[src/rtl/pwr_clk_rst_ctl.sv]
module pwr_clk_rst_ctl #(
  parameter int STATES      = 6,
  parameter int QUAL_CYCLES = 2
) (
  input  logic       osc_clk,
  input  logic       rst_pin,
  input  logic       ctl_we,
  input  logic [7:0] ctl_wdata,
  input  logic       irq,
  output logic [7:0] ctl_rdata,
  output logic       cpu_ce,
  output logic       per_ce,
  output logic       osc_stop,
  output logic       sys_rst
);
  localparam int LAST   = 2 * STATES - 1;
  localparam int PW     = $clog2(2 * STATES);
  localparam int SAMP_A = 2 * (STATES - 2);
  localparam int SAMP_B = SAMP_A + 1;
  localparam int CW     = $clog2(QUAL_CYCLES + 1);

  logic [1:0]    rs;
  logic [PW-1:0] ph;
  logic          held_a;
  logic [CW-1:0] qcnt;
  logic          rst_q;
  logic [7:0]    pcon;

  wire pd   = pcon[1];
  wire idl  = pcon[0];
  wire run  = ~(pd & ~rs[1]);
  wire tick = run & ph[0];
  wire hit  = held_a & rs[1];
  wire [CW-1:0] qnext = !hit ? '0 :
                        (qcnt == CW'(QUAL_CYCLES)) ? qcnt : qcnt + 1'b1;

  assign osc_stop  = ~run;
  assign per_ce    = tick & ~pd;
  assign cpu_ce    = tick & ~pd & ~idl;
  assign sys_rst   = rst_q;
  assign ctl_rdata = pcon;

  always_ff @(posedge osc_clk) begin
    rs <= {rs[0], rst_pin};
    if (run) begin
      ph <= (ph == PW'(LAST)) ? '0 : ph + 1'b1;
      if (ph == PW'(SAMP_A)) held_a <= rs[1];
      if (ph == PW'(SAMP_B)) begin
        qcnt  <= qnext;
        rst_q <= (qnext == CW'(QUAL_CYCLES));
      end
    end
  end

  always_ff @(posedge osc_clk) begin
    if (rst_q)
      pcon <= pcon & 8'h10;
    else if (ctl_we && cpu_ce)
      pcon <= {ctl_wdata[7:1], ctl_wdata[0] & ~ctl_wdata[1]};
    else if (irq && idl && !pd)
      pcon[0] <= 1'b0;
  end
endmodule


[config.mk]
export PLATFORM = sky130hd
export DESIGN_NAME = pwr_clk_rst_ctl
export DESIGN_NICKNAME = d
export VERILOG_FILES = /design/src/rtl/pwr_clk_rst_ctl.sv
export SDC_FILE = /design/constraint.sdc
export NUM_CORES = 1
export LEC_CHECK = 0
export BUFFER_PORTS_ARGS = -buffer_cell sky130_fd_sc_hd__buf_2
export CAP_MARGIN = 20
export CORE_MARGIN = 5
export CORE_UTILIZATION = 35
export DETAILED_ROUTE_END_ITERATION = 6
export SYNTH_ARGS = -nofsm -noshare
export SYNTH_HDL_FRONTEND = slang
export SYNTH_SLANG_ARGS = --single-unit
[constraint.sdc]
create_clock -name osc_clk -period 2.07 [get_ports osc_clk]
set_clock_uncertainty 0.2 [all_clocks]
set_input_delay 0.3105 -clock osc_clk [delete_from_list [all_inputs] [get_ports osc_clk]]
set_output_delay 0.3105 -clock osc_clk [all_outputs]
set_load 0.05 [all_outputs]
==> impl_metrics.toml <==
[outcome]
status = "finished, final reports clean"

[sta]
period_minus_slack_ps = 1860
rsz0062_at_grt = "false"
max_slew.worst_pin.slew_ps = 374
setup_violations = 0
finalHoldViolations = 0
clock.fmax_mhz = 539
maxSlewHeadroom_pct = 75.1
timing.hold.ws_ps = 75.2
fin_crit_sh_pct = 89.6
setup_slack_ps = 214
slew_viol_final = 0
finalSetupTns_ps = 0

[worst_hold_path]
hold_start = "ctl_wdata[2]"
holdPathEnd = "ctl_rdata[2]"
whs_path_depth = 3
hold_class = "input pin to flip-flop"

[pwr]
power.density_mw_per_mm2 = 1210
p_leak_nw = 0.480
irDropWorstVdd_uv = 641

[layout]
antenna_cells = 0
nFillCells = 225
syn_to_final_growth_pct = 23.5
final_util_pct = 45.7
final_nets = 116
drive_gt1_share_pct = 31.3

[clocking]
clkSlewWorstSetupHoldPaths_ps = 100
h-tree-depth = 1
clock_latency_ps = 280
post-cts-setup-buffer-count = 0
clock_path_buffers = 2
cts_tree = "yes"
numCtsBuffers = 3
cts_resized = 0
cts.sinks = 18
cts_root_buffer = "clkbuf_4"

[setup_path]
path_cells = "nand2b_1 > inv_1 > buf_2"
cpMaxStageDelayCell = "dfxtp_1"
startpoint_type = "flip-flop"
slowest_delay_ps = 470
crit_cells = 3
required_ps = 1560
reg2reg_setup_slack_ps = 500
critPathBufInv = 2
crit-reg2reg-launch = "ph[0]"
r2r-end = "ph[3]"
reg2regPathDepth = 3
crit_arrival_ps = 1350
cp-startpoint = "ctl_rdata[1]"
end_kind = "primary output"
cp_max_fo = 8
path_delay_family = "flip-flops"
crit_type = "flip-flop to primary output"

[floorplan]
start_util_pct = 37.0
core_area_mm2 = 0.00225
die_h_um = 58.8
dieArea_mm2 = 0.00346
die_w_um = 58.8
row_count = 17
num_io_pins = 24

[synthesis]
ys_seq_area_share_pct = 54.0
synthTopCellsByCount = "nand2b_1, dfxtp_1, edfxtp_1, inv_1, mux2i_1"
synthCells = 72
yosys.area.top_type = "edfxtp_1"
syn_avg_cell_area_um2 = 11.6
synth_ff_type = "edfxtp_1"
async_flop_share_pct = 0
ys_ff_latch = 18
yosysMostFrequentCell = "nand2b_1"
synth_edf_count = 9
synth_area_um2 = 835
ys_warn_count = 0
synth_fp_nets = 88
synthTopCellsByArea = "edfxtp_1, dfxtp_1, nand2b_1"
ys_types = 25
synth_top_area_share_pct = 32.4

[routing]
wl_per_cell_um = 11.6
drc = 0
ant_nets = 0
routed_via_density = 4.48
firstDrtPassIters = 4
wirelength_um = 1480
vias = 569
drt_iter0_drc = 15

[global_route]
grt_pass1_vias = 526
grt_max_degree = 17
grt_first_pass_wirelength_um = 2430
gr-usage-all-layers_pct = 9.14
grt_antenna_before_repair = 0
grt.overflow.total = 0

[placement]
preCtsSetupSlack_ps = 516
dp_hpwl_um = 1140
gp_congestion = 0.679
io_buffers = 23

[flow_run]
cap_violations = 0
==> per-layer routing <==
| layer | up-vias | part of all wire (%) | track usage [%] | routed length [um] |
|---|---|---|---|---|
| li1 | 301 | - | - | - |
| met1 | 243 | 47 | 13.5 | 699 |
| met2 | 23 | 41 | 12.3 | 600 |
| met3 | 2 | 11 | 2.41 | 165 |
| met4 | 0 | 0.81 | 3.88 | 12 |
| met5 | - | 0 | 0 | 0 |
==> registers in the layout, indices dropped and copies added, names as in the netlist <==
register / count
ctl_rdata: 8
ph: 4
qcnt: 2
rs: 2
held_a: 1
sys_rst: 1
==> cells by family (layout without fill, tap and decap cells) <==
group / count (synthesis) / in the layout / share of synthesized area [%]
multiplexers: 6 / 6 / 7.35
buffers and inverters: 10 / 37 / 5.40
adder cells (fa/ha/maj): 4 / 4 / 6.00
AO/OA/AOI/OAI: 5 / 5 / 4.50
AND/OR/NAND/NOR: 29 / 29 / 22.8
flip-flops: 18 / 18 / 54.0
==> repair_timing <==
action | 4_1_cts | 5_1_grt
hold buffers | 2 | 0
setup endpoints to repair | 0 | 0
hold endpoints to repair | 2 | 0
==> placed cells by master (no fill, tap or decap), types with 2 or more instances in the layout <==
cell           instances
dlygate4sd3_1          2
ha_1                   4
edfxtp_1               9
nand2b_1              12
clkbuf_4               3
dfxtp_1                9
nor2_1                 3
inv_1                  8
mux2i_1                5
buf_2                 23
and3_1                 4
nor2b_1                2
==> stage by stage <==
stage	cells	instance area, um^2	power [mW]
final	127	1030	1.25
after global routing	127	1030	1.34
after CTS	127	1030	1.27
after detailed placement	121	975	1.05
after global placement	121	975	1.04
after floorplan	72	840	0.946
==> worst register-to-register path, delay by kind of cell, from the launching register on <==
family	cells	cell delay [ps]
AOI/OAI and AO/OA	1	320
DFF	1	480
adders and majority gates	1	270
buffers and inverters	1	60
==> layout make-up <==
class / count / area (um^2) / area share [%]
clock buffers: 4 / 36.3 / 3.52
inverters: 8 / 30.0 / 2.91
multi-input cells: 44 / 344 / 33.4
flip-flops and latches: 18 / 450 / 43.7
well taps: 28 / 35.0 / 3.40
repair buffers: 25 / 135 / 13.1
==> worst max path at each step <==
stage,end
after floorplan,osc_stop
after global placement,osc_stop
after detailed placement,ph[3]
after CTS,osc_stop
after global routing,osc_stop
final,osc_stop
==> where the power goes <==
group          switching [mW]  internal (mW)
Clock                   0.105          0.107
Sequential             0.0711          0.476
Combinational           0.323          0.171
Power figures use the tool's default switching activity.
